### src/rtl/wdog_pkg.sv
package wdog_pkg;
  localparam logic [31:0] UNLOCK_KEY = 32'h1ACCE551;
  localparam int unsigned IDX_LOAD  = 0;
  localparam int unsigned IDX_CTRL  = 1;
  localparam int unsigned IDX_ICLR  = 2;
  localparam int unsigned IDX_LOCK  = 3;
  localparam int unsigned IDX_COUNT = 4;

  typedef struct packed {
    logic rst_en;
    logic int_en;
  } ctrl_t;
endpackage

### src/rtl/wdog_regs.sv
module wdog_regs
  import wdog_pkg::*;
#(
  parameter int DATA_W = 32,
  parameter int ADDR_W = 3
) (
  input  logic              clk,
  input  logic              rst_n,
  input  logic              wr_en,
  input  logic [ADDR_W-1:0] addr,
  input  logic [DATA_W-1:0] wdata,
  input  logic [DATA_W-1:0] cnt_q,
  output logic              locked,
  output logic [DATA_W-1:0] load_q,
  output ctrl_t             ctrl_q,
  output logic              load_we,
  output logic              iclr_we,
  output logic              reload_req,
  output logic [DATA_W-1:0] reload_val,
  output logic [DATA_W-1:0] rdata
);
  localparam logic [ADDR_W-1:0] A_LOAD  = ADDR_W'(IDX_LOAD);
  localparam logic [ADDR_W-1:0] A_CTRL  = ADDR_W'(IDX_CTRL);
  localparam logic [ADDR_W-1:0] A_ICLR  = ADDR_W'(IDX_ICLR);
  localparam logic [ADDR_W-1:0] A_LOCK  = ADDR_W'(IDX_LOCK);
  localparam logic [ADDR_W-1:0] A_COUNT = ADDR_W'(IDX_COUNT);
  localparam logic [DATA_W-1:0] KEY     = DATA_W'(UNLOCK_KEY);

  logic  lock_we, ctrl_we, int_en_rise;
  ctrl_t ctrl_wr;

  assign ctrl_wr     = ctrl_t'(wdata[1:0]);
  assign lock_we     = wr_en && (addr == A_LOCK);
  assign load_we     = wr_en && !locked && (addr == A_LOAD);
  assign ctrl_we     = wr_en && !locked && (addr == A_CTRL);
  assign iclr_we     = wr_en && !locked && (addr == A_ICLR);
  assign int_en_rise = ctrl_we && ctrl_wr.int_en && !ctrl_q.int_en;
  assign reload_req  = load_we || iclr_we || int_en_rise;
  assign reload_val  = load_we ? wdata : load_q;

  always_ff @(posedge clk or negedge rst_n) begin
    if (!rst_n) begin
      locked <= 1'b0;
      load_q <= '1;
      ctrl_q <= '0;
    end else begin
      if (lock_we) locked <= (wdata != KEY);
      if (load_we) load_q <= wdata;
      if (ctrl_we) ctrl_q <= ctrl_wr;
    end
  end

  always_comb begin
    rdata = '0;
    case (addr)
      A_LOAD:  rdata = load_q;
      A_CTRL:  rdata = {{(DATA_W-2){1'b0}}, ctrl_q.rst_en, ctrl_q.int_en};
      A_LOCK:  rdata = {{(DATA_W-1){1'b0}}, locked};
      A_COUNT: rdata = cnt_q;
      default: rdata = '0;
    endcase
  end
endmodule

### src/rtl/wdog_counter.sv
module wdog_counter #(
  parameter int DATA_W = 32
) (
  input  logic              clk,
  input  logic              rst_n,
  input  logic              tick_en,
  input  logic              int_en,
  input  logic              reload_req,
  input  logic [DATA_W-1:0] reload_val,
  input  logic [DATA_W-1:0] load_q,
  output logic [DATA_W-1:0] cnt_q,
  output logic              expire
);
  function automatic logic [DATA_W-1:0] next_count(
    input logic [DATA_W-1:0] cur,
    input logic [DATA_W-1:0] period
  );
    return (cur == '0) ? period : cur - 1'b1;
  endfunction

  logic step;
  assign step   = tick_en && int_en && !reload_req;
  assign expire = step && (cnt_q == '0);

  always_ff @(posedge clk or negedge rst_n) begin
    if (!rst_n)          cnt_q <= '1;
    else if (reload_req) cnt_q <= reload_val;
    else if (step)       cnt_q <= next_count(cnt_q, load_q);
  end
endmodule

### src/rtl/wdog_stage.sv
module wdog_stage (
  input  logic clk,
  input  logic rst_n,
  input  logic expire,
  input  logic iclr_we,
  input  logic rst_en,
  output logic irq_q,
  output logic sys_rst_q
);
  logic second_hit;
  assign second_hit = expire && irq_q && rst_en;

  always_ff @(posedge clk or negedge rst_n) begin
    if (!rst_n) begin
      irq_q     <= 1'b0;
      sys_rst_q <= 1'b0;
    end else begin
      if (iclr_we)     irq_q <= 1'b0;
      else if (expire) irq_q <= 1'b1;
      if (second_hit)  sys_rst_q <= 1'b1;
    end
  end
endmodule

### src/rtl/wdog_two_stage.sv
module wdog_two_stage
  import wdog_pkg::*;
#(
  parameter int DATA_W = 32,
  parameter int ADDR_W = 3
) (
  input  logic              clk,
  input  logic              rst_n,
  input  logic              tick_en,
  input  logic              wr_en,
  input  logic [ADDR_W-1:0] addr,
  input  logic [DATA_W-1:0] wdata,
  output logic [DATA_W-1:0] rdata,
  output logic              irq_o,
  output logic              sys_rst_o
);
  logic              locked, load_we, iclr_we, reload_req, expire;
  logic              int_en, rst_en;
  logic [DATA_W-1:0] load_q, reload_val, cnt_q;
  ctrl_t             ctrl_q;

  assign int_en = ctrl_q.int_en;
  assign rst_en = ctrl_q.rst_en;

  wdog_regs #(.DATA_W(DATA_W), .ADDR_W(ADDR_W)) u_regs (
    .clk(clk), .rst_n(rst_n), .wr_en(wr_en), .addr(addr), .wdata(wdata),
    .cnt_q(cnt_q), .locked(locked), .load_q(load_q), .ctrl_q(ctrl_q),
    .load_we(load_we), .iclr_we(iclr_we), .reload_req(reload_req),
    .reload_val(reload_val), .rdata(rdata)
  );

  wdog_counter #(.DATA_W(DATA_W)) u_cnt (
    .clk(clk), .rst_n(rst_n), .tick_en(tick_en), .int_en(int_en),
    .reload_req(reload_req), .reload_val(reload_val), .load_q(load_q),
    .cnt_q(cnt_q), .expire(expire)
  );

  wdog_stage u_stage (
    .clk(clk), .rst_n(rst_n), .expire(expire), .iclr_we(iclr_we),
    .rst_en(rst_en), .irq_q(irq_o), .sys_rst_q(sys_rst_o)
  );
endmodule

### config.mk
export PLATFORM = sky130hd
export DESIGN_NAME = wdog_two_stage
export DESIGN_NICKNAME = d
export VERILOG_FILES = /design/src/rtl/wdog_pkg.sv /design/src/rtl/wdog_regs.sv /design/src/rtl/wdog_counter.sv /design/src/rtl/wdog_stage.sv /design/src/rtl/wdog_two_stage.sv
export SDC_FILE = /design/constraint.sdc
export NUM_CORES = 1
export LEC_CHECK = 0
export CORE_MARGIN = 2
export CORE_UTILIZATION = 45
export CTS_BUF_LIST = sky130_fd_sc_hd__clkbuf_4
export DETAILED_ROUTE_END_ITERATION = 8
export GPL_ROUTABILITY_DRIVEN = 0
export PLACE_DENSITY = 0.72
export SETUP_SLACK_MARGIN = 0.1
export SYNTH_ARGS = -nofsm -noshare
export SYNTH_HDL_FRONTEND = slang
export SYNTH_SLANG_ARGS = --single-unit
### constraint.sdc
create_clock -name clk -period 3.2 [get_ports clk]
set_input_delay 0.96 -clock clk [delete_from_list [all_inputs] [get_ports clk]]
set_output_delay 0.96 -clock clk [all_outputs]
set_load 0.05 [all_outputs]
# ---- Word-level counts from Yosys, hierarchy flattened
# Index checks and enable logic that the tools add are counted.
dict set report totals {
  reg_bits 69
}
dict set report op_classes {
  n_addsub 1
  n_eq_ne 5
  muxes 7
  n_reduce_logical 21
}
# operator n
set ops {}
lappend ops {{two-way mux 32 bit} 4}
lappend ops {{case mux 32 bit (4 select lines)} 1}
lappend ops {{zero test 32 bit} 1}
lappend ops {{!= test 32 x 29 -> 1 bit (second input constant)} 1}
lappend ops {{subtractor 32 x 1 -> 32 bit (second input constant)} 1}
lappend ops {{logical AND 1 bit} 12}
lappend ops {{equality test 3 x 2 -> 1 bit (second input constant)} 2}
lappend ops {{nonzero test 2 bit} 2}
lappend ops {{equality test 3 x 1 -> 1 bit (second input constant)} 1}
lappend ops {{equality test 3 bit (second input constant)} 1}
lappend ops {{zero test 1 bit} 3}
lappend ops {{zero test 3 bit} 1}
lappend ops {{logical OR 1 bit} 2}
lappend ops {{two-way mux 1 bit} 2}

# ---- Logic depth before layout (Yosys ltp)
# Gate-level depths: netlist of run 1.
dict set report depth {
  depth_word 11
  ltp_mapped 9
  depth_no_buf 7
}

# ---- Hierarchy
# A second synthesis of run 1 with hierarchy kept.
dict set report hier_totals {
  hier_cells 449
  hier_area_um2 4469.3
}
# module instances cells_each area_each_um2
set by_module_without_submodules {}
lappend by_module_without_submodules {wdog_counter 1 303 2542.4}
lappend by_module_without_submodules {wdog_regs 1 142 1858.0}
lappend by_module_without_submodules {wdog_stage 1 4 68.8}

# ---- Worst setup path before layout of run 1
# Ideal clock, no wire load.
dict set report synth_timing {
  kind {input-to-output}
  startpoint {input port addr[0]}
  endpoint {output port rdata[0]}
  t_arrival_ps 2445
  setup_slack_ps -205
  cell_stages 5
  path_buffers 1
  cell_sequence {buf_2 -> mux2i_1 -> nor2_1 -> a31oi_1 -> o21ai_0}
}
dict set report synth_via {
  elab_chain_cells 2
}
# item line
set synth_lines {}
lappend synth_lines {{start, declared} wdog_two_stage.sv:11} ;# input logic [ADDR_W-1:0] addr,
lappend synth_lines {{equality test 3 bit (tied with other cells)} wdog_regs.sv:55} ;# case (addr)
lappend synth_lines {{case mux 32 bit (4 select lines) (*)} wdog_regs.sv:55}
lappend synth_lines {{end, declared} wdog_two_stage.sv:13} ;# output logic [DATA_W-1:0] rdata,
# Every way passes the cells marked *; elsewhere a longest branch is shown, timed or not.

# ---- Worst setup path after layout of run 1
dict set report layout_timing {
  startpoint {input port addr[0]}
  endpoint {output port rdata[24]}
}
# The elaborated chain is that of the path after synthesis.

==> results of run 1 <==
[registers in the layout, summed over array words and instances, names as in the netlist]
signal / count
u_stage.irq_q: 1
u_regs.ctrl_q: 2
u_cnt.cnt_q: 32
u_regs.locked: 1
u_regs.load_q: 32
u_stage.sys_rst_q: 1
[repair_timing]
| item | CTS | global route |
|---|---|---|
| setup endpoints to repair | 32 | 32 |
| pin swaps | 1 | 1 |
| resized for setup | 7 | 6 |
| cloned | 1 | 0 |
| buffers inserted | 2 | 0 |
| endpoints found under the hold margin | 0 | 0 |
[cell type report]
type	instances	area, um2
inverters	9	33.78
repair buffers	98	1303
well taps	133	166.4
clock inverters	7	122.6
clock buffers	9	67.56
diodes	1	2.502
multi-input cells	315	2521
fillers	779	3661
flip-flops and latches	69	1807
[synth_stat cells, drive strengths merged (3+ instances only)]
library cell	number
clkbuf	23
a221o	15
dfstp	64
nand4	3
nand2b	3
o31a	9
nand4b	4
a22oi	13
a31oi	4
nor4b	3
or3	4
xnor2	11
buf	11
a22o	30
o221ai	4
nand2	16
mux2i	7
dfrtp	5
and2	16
inv	9
nand3	6
nor4bb	3
or2	4
nor3	23
o41a	3
mux2	45
o21ai	30
nor3b	3
nor4	20
nor2	12
[kinds of logic (layout without fill, tap and decap cells)]
family	Yosys count	in the layout	synth area share
and+or+nand+nor	129	129	0.1753
other	0	1	0
DFF	69	69	0.4069
xor gates and xnor gates	13	13	0.02564
AOI/OAI and AO/OA	119	119	0.2068
muxes	52	52	0.1383
adders and majority gates	2	2	0.005634
buffers and inverters	43	123	0.04142
[critical path, cell delays in order]
cell and delay (ns):
clkbuf_2 0.15, nor3b_4 0.23, buf_4 0.16, buf_12 0.16, a22o_2 0.20, buf_12 0.14
[power groups by stage]
stage	clock network [mW]	logic (mW)	registers (mW)
after detailed placement	0	2.23	1.75
after global placement	0	2.15	1.73
after global routing	0.785	2.47	1.81
after floorplan	0	1.65	1.61
after CTS	0.754	2.25	1.74
final	0.743	2.27	1.75
[stage by stage]
step           std cells  instance area [um2]  hold slack [ns]
2_1_floorplan        427                 4482           0.5030
3_3_place_gp         621                 5786           0.4727
3_5_place_dp         621                 5786           0.4607
4_1_cts              640                 6026           0.4958
5_1_grt              640                 6021           0.5254
6_report             641                 6023           0.4964
[per-layer routing]
metal,GRT usage,up-vias,routed length [um]
met5,0,-,0
met4,0.09109,0,296
met3,0.03293,24,597
met2,0.4101,128,6156
met1,0.3357,1969,5544
li1,-,1811,-
[how the worst max path moves through the flow]
stage	cells after the start	startpoint	endpoint
6_report	6	addr[0]	rdata[24]
5_1_grt	6	addr[0]	rdata[11]
4_1_cts	6	addr[0]	rdata[24]
3_5_place_dp	5	addr[0]	rdata[11]
3_3_place_gp	5	addr[0]	rdata[24]
2_1_floorplan	4	addr[1]	rdata[10]
==> impl_metrics.sql, run 1 <==
INSERT INTO impl_metrics (metric_group, metric, value, unit) VALUES
('cts', 'cts_tree', 'done', ''),
('critical_path', 'critPathLaunchType', 'input pin', ''),
('sta', 'worst_slew_pin_slew', '0.7713', 'ns'),
('placed_design', 'dp_worst_setup_slack', '-0.1116', 'ns'),
('power_and_ir_drop', 'p_sw', '1.907', 'mW'),
('synth', 'synthesis.nets', '468', ''),
('synth', 'yosysTopAreaCellShare', '0.3787', ''),
('die', 'core_area', '9684', 'um2'),
('critical_path', 'timing.critical_path.arrival', '1.99', 'ns'),
('power_and_ir_drop', 'power_frac_clock', '0.156', ''),
('sta', 'finalSetupTns', '0', 'ns'),
('power_and_ir_drop', 'power.total', '4.760', 'mW'),
('synth', 'postSynthCellCount', '427', ''),
('die', 'i_o_pin_cnt', '73', ''),
('synth', 'yosysUniqueCellTypes', '56', ''),
('die', 'initial_core_util', '0.4585', ''),
('synth', 'fraction_of_synthesis_flops_using_an_asynchronous_set_or_reset_pin', '1.000', ''),
('sta', 'final_hold_vio_count', '0', ''),
('cts', 'tritoncts_num_sinks', '69', ''),
('detailed_routing', 'initial_detailed_routing_violation_count', '203', ''),
('finish', 'syn_to_final_growth', '35.64', '%'),
('placed_design', 'detailed_place_hpwl', '8.500', 'mm'),
('critical_path', 'crit_path_required_time', '2.24', 'ns'),
('synth', 'netlist_area', '4441', 'um2'),
('sta', 'final.min_clock_period', '2.953', 'ns'),
('hold_path', 'hold-path-cell-count', '1', ''),
('critical_path', 'critPathMaxFanout', '16', ''),
('finish', 'layout-drive-gt1-share', '0.4517', ''),
('power_and_ir_drop', 'internal_power', '2.854', 'mW'),
('finish', 'mostFrequentLayoutCell', 'dfstp_2', ''),
('synth', 'synth_seq_area_share', '0.4069', ''),
('power_and_ir_drop', 'static-leakage-power', '2.367', 'nW'),
('cts', 'cts_max_level', '3', ''),
('detailed_routing', 'drtAntennaViolNets', '0', ''),
('finish', 'num-nets-final', '543', ''),
('cts', 'clk_transition_reported_paths', '0.11', 'ns'),
('detailed_routing', 'post-route-drc-count', '0', ''),
('sta', 'report.final.setup_viol', '0', ''),
('power_and_ir_drop', 'p_seq_frac', '0.367', ''),
('placed_design', 'buffer_ports.inserted', '72', ''),
('outcome', 'status', 'completed', ''),
('critical_path', 'r2r_start', 'u_cnt.cnt_q[19]', ''),
('detailed_routing', 'dr.pass1.iters', '5', ''),
('die', 'floorplan.rows', '36', ''),
('cts', 'cts-buffers-inserted', '9', ''),
('synth', 'average_size_of_a_mapped_cell', '10.40', 'um2'),
('hold_path', 'startpoint_of_the_worst_hold_path', 'u_stage.sys_rst_q', ''),
('cts', 'cts.hold.buffers_added', '0', ''),
('sta', 'final_max_slew_viol_count', '0', ''),
('power_and_ir_drop', 'comb_power_share', '0.477', ''),
('detailed_routing', 'routed_wirelength', '12.59', 'mm'),
('cts', 'cts_buffer_depth', '2', ''),
('cts', 'insertion_delay', '0.42', 'ns'),
('grt', 'grt_max_degree', '39', ''),
('finish', 'post-route-util', '0.6220', ''),
('power_and_ir_drop', 'power.share.switching', '0.4005', ''),
('critical_path', 'worst-setup-path-type', 'input pin to primary output', ''),
('sta', 'timing.final.crit_share', '0.9227', ''),
('grt', 'vias_in_the_first_global_route', '3972', ''),
('sta', 'max-slew-margin-rel', '0.4811', ''),
('finish', 'layout_common_cells', 'dfstp_2 (64), buf_12 (37), clkdlybuf4s50_1 (36)', ''),
('power_and_ir_drop', 'power.ir.vdd_worst', '0.3171', 'mV'),
('die', 'die_area', '10680', 'um2'),
('critical_path', 'worst_r2r_endpoint', 'u_cnt.cnt_q[14]', ''),
('grt', 'antenna_found_initial', '0', ''),
('synth', 'synth_area_leader_cell', 'dfstp_2', ''),
('critical_path', 'critPathCaptureType', 'primary output', ''),
('die', 'chipHeight', '103.3', 'um'),
('cts', 'clockRootBuffer', 'clkbuf_4', ''),
('sta', 'grt_setup_unrepaired', 'false', ''),
('grt', 'globalRouteOverflowTotal', '0', '');
Note: power is estimated with default switching activity, not from simulation.
==> inputs of run 2 (changes only) <==
--- a/config.mk
+++ b/config.mk
@@ -5,7 +5,7 @@
 export SDC_FILE = /design/constraint.sdc
 export NUM_CORES = 1
 export LEC_CHECK = 0
-export CORE_MARGIN = 2
+export CORE_MARGIN = 4
 export CORE_UTILIZATION = 45
 export CTS_BUF_LIST = sky130_fd_sc_hd__clkbuf_4
 export DETAILED_ROUTE_END_ITERATION = 8
==> run 2 against run 1 <==
  * Sequential power is essentially flat
  * Via count is 2.0% higher
  * Sequential share of layout area decreased by 0.26 points
  * Worst hold slack better by 0.011 ns
  * Register-to-register slack is essentially flat
  * Die area is 7.9% higher
  * First-iteration DRC count increased by 14%
  * Combinational power about the same
  * Fmax down 0.12%
==> impl_metrics.sql, run 2 (synthesis gave the netlist of run 1 again) <==
INSERT INTO impl_metrics (metric_group, metric, value, unit) VALUES
('power_and_ir_drop', 'power.ir.vdd_worst', '0.3890', 'mV'),
('power_and_ir_drop', 'static-leakage-power', '2.440', 'nW'),
('hold_path', 'startpoint_of_the_worst_hold_path', 'u_stage.sys_rst_q', ''),
('sta', 'final_hold_vio_count', '0', ''),
('die', 'i_o_pin_cnt', '73', ''),
('critical_path', 'critPathLaunchType', 'input pin', ''),
('cts', 'cts_buffer_depth', '2', ''),
('cts', 'cts_tree', 'done', ''),
('cts', 'tritoncts_num_sinks', '69', ''),
('critical_path', 'crit_path_required_time', '2.24', 'ns'),
('power_and_ir_drop', 'power.total', '4.533', 'mW'),
('grt', 'globalRouteOverflowTotal', '0', ''),
('power_and_ir_drop', 'comb_power_share', '0.505', ''),
('die', 'core_area', '9415', 'um2'),
('placed_design', 'buffer_ports.inserted', '72', ''),
('power_and_ir_drop', 'power_frac_clock', '0.106', ''),
('finish', 'diodes_inserted', '0', ''),
('sta', 'final_max_slew_viol_count', '0', ''),
('grt', 'antenna_found_initial', '0', ''),
('critical_path', 'timing.critical_path.arrival', '2.00', 'ns'),
('power_and_ir_drop', 'power.share.switching', '0.4248', ''),
('power_and_ir_drop', 'internal_power', '2.607', 'mW'),
('detailed_routing', 'post-route-drc-count', '0', ''),
('detailed_routing', 'routed_wirelength', '13.31', 'mm'),
('run', 'drv_cap', '0', ''),
('sta', 'timing.final.crit_share', '0.9238', ''),
('grt', 'first_pass_grt_wire_length', '21.13', 'mm'),
('die', 'dieWidth', '107.3', 'um'),
('critical_path', 'critPathMaxFanout', '4', ''),
('placed_design', 'place.detailed.instances', '619', ''),
('finish', 'reg_top3', 'u_cnt.cnt_q x32, u_regs.load_q x32, u_regs.ctrl_q x2', ''),
('die', 'die_area', '11520', 'um2'),
('finish', 'layout-drive-gt1-share', '0.4529', ''),
('sta', 'final.min_clock_period', '2.956', 'ns'),
('critical_path', 'crit_end', 'rdata[0]', ''),
('grt', 'grt_max_degree', '70', ''),
('sta', 'grt_setup_unrepaired', 'false', ''),
('detailed_routing', 'dr_total_vias', '4009', ''),
('finish', 'syn_to_final_growth', '36.83', '%'),
('detailed_routing', 'dr.pass1.iters', '6', ''),
('critical_path', 'timing.critical_path.cells', 'clkbuf_2, buf_4, mux2i_1, nor2_1, a31oi_1, o21ai_2, buf_12', ''),
('critical_path', 'r2r_setup_slack', '0.59', 'ns'),
('sta', 'max-slew-margin-rel', '0.4035', ''),
('grt', 'grt_usage', '0.2299', ''),
('critical_path', 'crit_buf_inv', '3', ''),
('finish', 'layout_common_cells', 'dfstp_2 (64), clkdlybuf4s50_1 (36), buf_12 (35)', ''),
('power_and_ir_drop', 'p_sw', '1.926', 'mW'),
('finish', 'instances_no_fill', '639', ''),
('power_and_ir_drop', 'power_per_cell_area', '746.1', 'nW/um2'),
('cts', 'cts_max_level', '3', ''),
('power_and_ir_drop', 'p_seq_frac', '0.389', ''),
('hold_path', 'hold_path.class', 'register to register', ''),
('detailed_routing', 'wire_per_inst', '20.82', 'um'),
('sta', 'max_freq', '338.3', 'MHz'),
('critical_path', 'critPathCaptureType', 'primary output', ''),
('cts', 'clockRootBuffer', 'clkbuf_4', ''),
('sta', 'worst_slew_pin_slew', '0.8866', 'ns'),
('critical_path', 'worst_r2r_path_depth', '5', ''),
('finish', 'mostFrequentLayoutCell', 'dfstp_2', ''),
('critical_path', 'slowest_stage', 'a31oi_1', ''),
('die', 'chipHeight', '107.3', 'um'),
('finish', 'nFillCells', '747', ''),
('critical_path', 'r2r_start', 'u_cnt.cnt_q[19]', ''),
('placed_design', 'detailed_place_hpwl', '8.463', 'mm'),
('critical_path', 'critPathTopFamily', 'buffers and inverters', ''),
('detailed_routing', 'initial_detailed_routing_violation_count', '232', ''),
('detailed_routing', 'drtAntennaViolNets', '0', ''),
('die', 'initial_core_util', '0.4716', ''),
('die', 'floorplan.rows', '35', ''),
('sta', 'timing.clock.skew', '0.01731', 'ns'),
('critical_path', 'startpoint', 'addr[0]', ''),
('critical_path', 'worst_r2r_endpoint', 'u_cnt.cnt_q[14]', ''),
('critical_path', 'maximum_single_stage_delay_on_the_critical_path', '0.20', 'ns'),
('finish', 'num-nets-final', '547', ''),
('grt', 'vias_in_the_first_global_route', '4057', ''),
('detailed_routing', 'via_per_inst', '6.274', ''),
('cts', 'cts.hold.buffers_added', '0', ''),
('cts', 'cts-buffers-inserted', '9', ''),
('critical_path', 'worst-setup-path-type', 'input pin to primary output', ''),
('cts', 'clk_transition_reported_paths', '0.11', 'ns'),
('outcome', 'status', 'completed', ''),
('sta', 'report.final.setup_viol', '0', ''),
('critical_path', 'logic_depth_of_the_worst_path_buffers_included', '7', ''),
('cts', 'insertion_delay', '0.44', 'ns');
[run 2: worst reg2reg max path, stage by stage, from the launching register on]
cell     delay [ns]
dfstp_2        0.43
nor4_1         0.50
and4b_1        0.39
nand3_4        0.44
mux2_1         0.47
a221o_1        0.31
[run 2: timing repair]
item / 4_1_cts / 5_1_grt
cloned: 1 / 2
setup endpoints to repair: 32 / 32
buffers inserted: 2 / 0
endpoints found under the hold margin: 0 / 0
pin swaps: 2 / 1
gates resized for setup: 21 / 8
[run 2: power by group through the flow]
stage | Sequential, mW | Clock, mW | Combinational (mW)
2_1_floorplan | 1.61 | 0 | 1.65
3_3_place_gp | 1.72 | 0 | 2.14
3_5_place_dp | 1.74 | 0 | 2.21
4_1_cts | 1.75 | 0.488 | 2.25
5_1_grt | 1.82 | 0.523 | 2.47
6_report | 1.76 | 0.479 | 2.29
[run 2: metal layers]
layer / wire length [um] / global-route usage / vias up
met2: 6389 / 0.3646 / 152
met5: 0 / 0 / -
met4: 193 / 0.08566 / 0
met1: 5899 / 0.3153 / 2018
li1: - / - / 1821
met3: 822 / 0.03959 / 18
[run 2: layout make-up]
cell class | count | area [um2] | share of cell area
Sequential cell | 69 | 1807 | 0.2974
Multi-Input combinational cell | 315 | 2625 | 0.4320
Tap cell | 129 | 161.4 | 0.02657
Clock inverter | 6 | 31.28 | 0.005148
Timing Repair Buffer | 102 | 1350 | 0.2222
Clock buffer | 9 | 67.56 | 0.01112
Inverter | 9 | 33.78 | 0.005560
[run 2: worst min path at each step]
stage                        end  slack, ns  cells after the start
5_1_grt        u_stage.sys_rst_q       0.55                      1
4_1_cts        u_stage.sys_rst_q       0.51                      1
3_3_place_gp   u_stage.sys_rst_q       0.46                      1
6_report       u_stage.sys_rst_q       0.51                      1
2_1_floorplan   u_regs.ctrl_q[1]       0.50                      1
3_5_place_dp   u_stage.sys_rst_q       0.48                      1
[run 2: metrics by stage]
| stage | util | area, um2 | setup TNS, ns | worst slack (ns) | hold slack, ns |
|---|---|---|---|---|---|
| global placement | 0.6142 | 5783 | -2.598 | -0.1153 | 0.4643 |
| floorplan | - | 4482 | 0 | 0.1103 | 0.5030 |
| detailed placement | 0.6142 | 5783 | -3.532 | -0.1453 | 0.4788 |
| global route | 0.6453 | 6076 | 0 | 0.1797 | 0.5503 |
| CTS | 0.6409 | 6035 | 0 | 0.1015 | 0.5089 |
| finish | 0.6453 | 6076 | 0 | 0.2438 | 0.5078 |
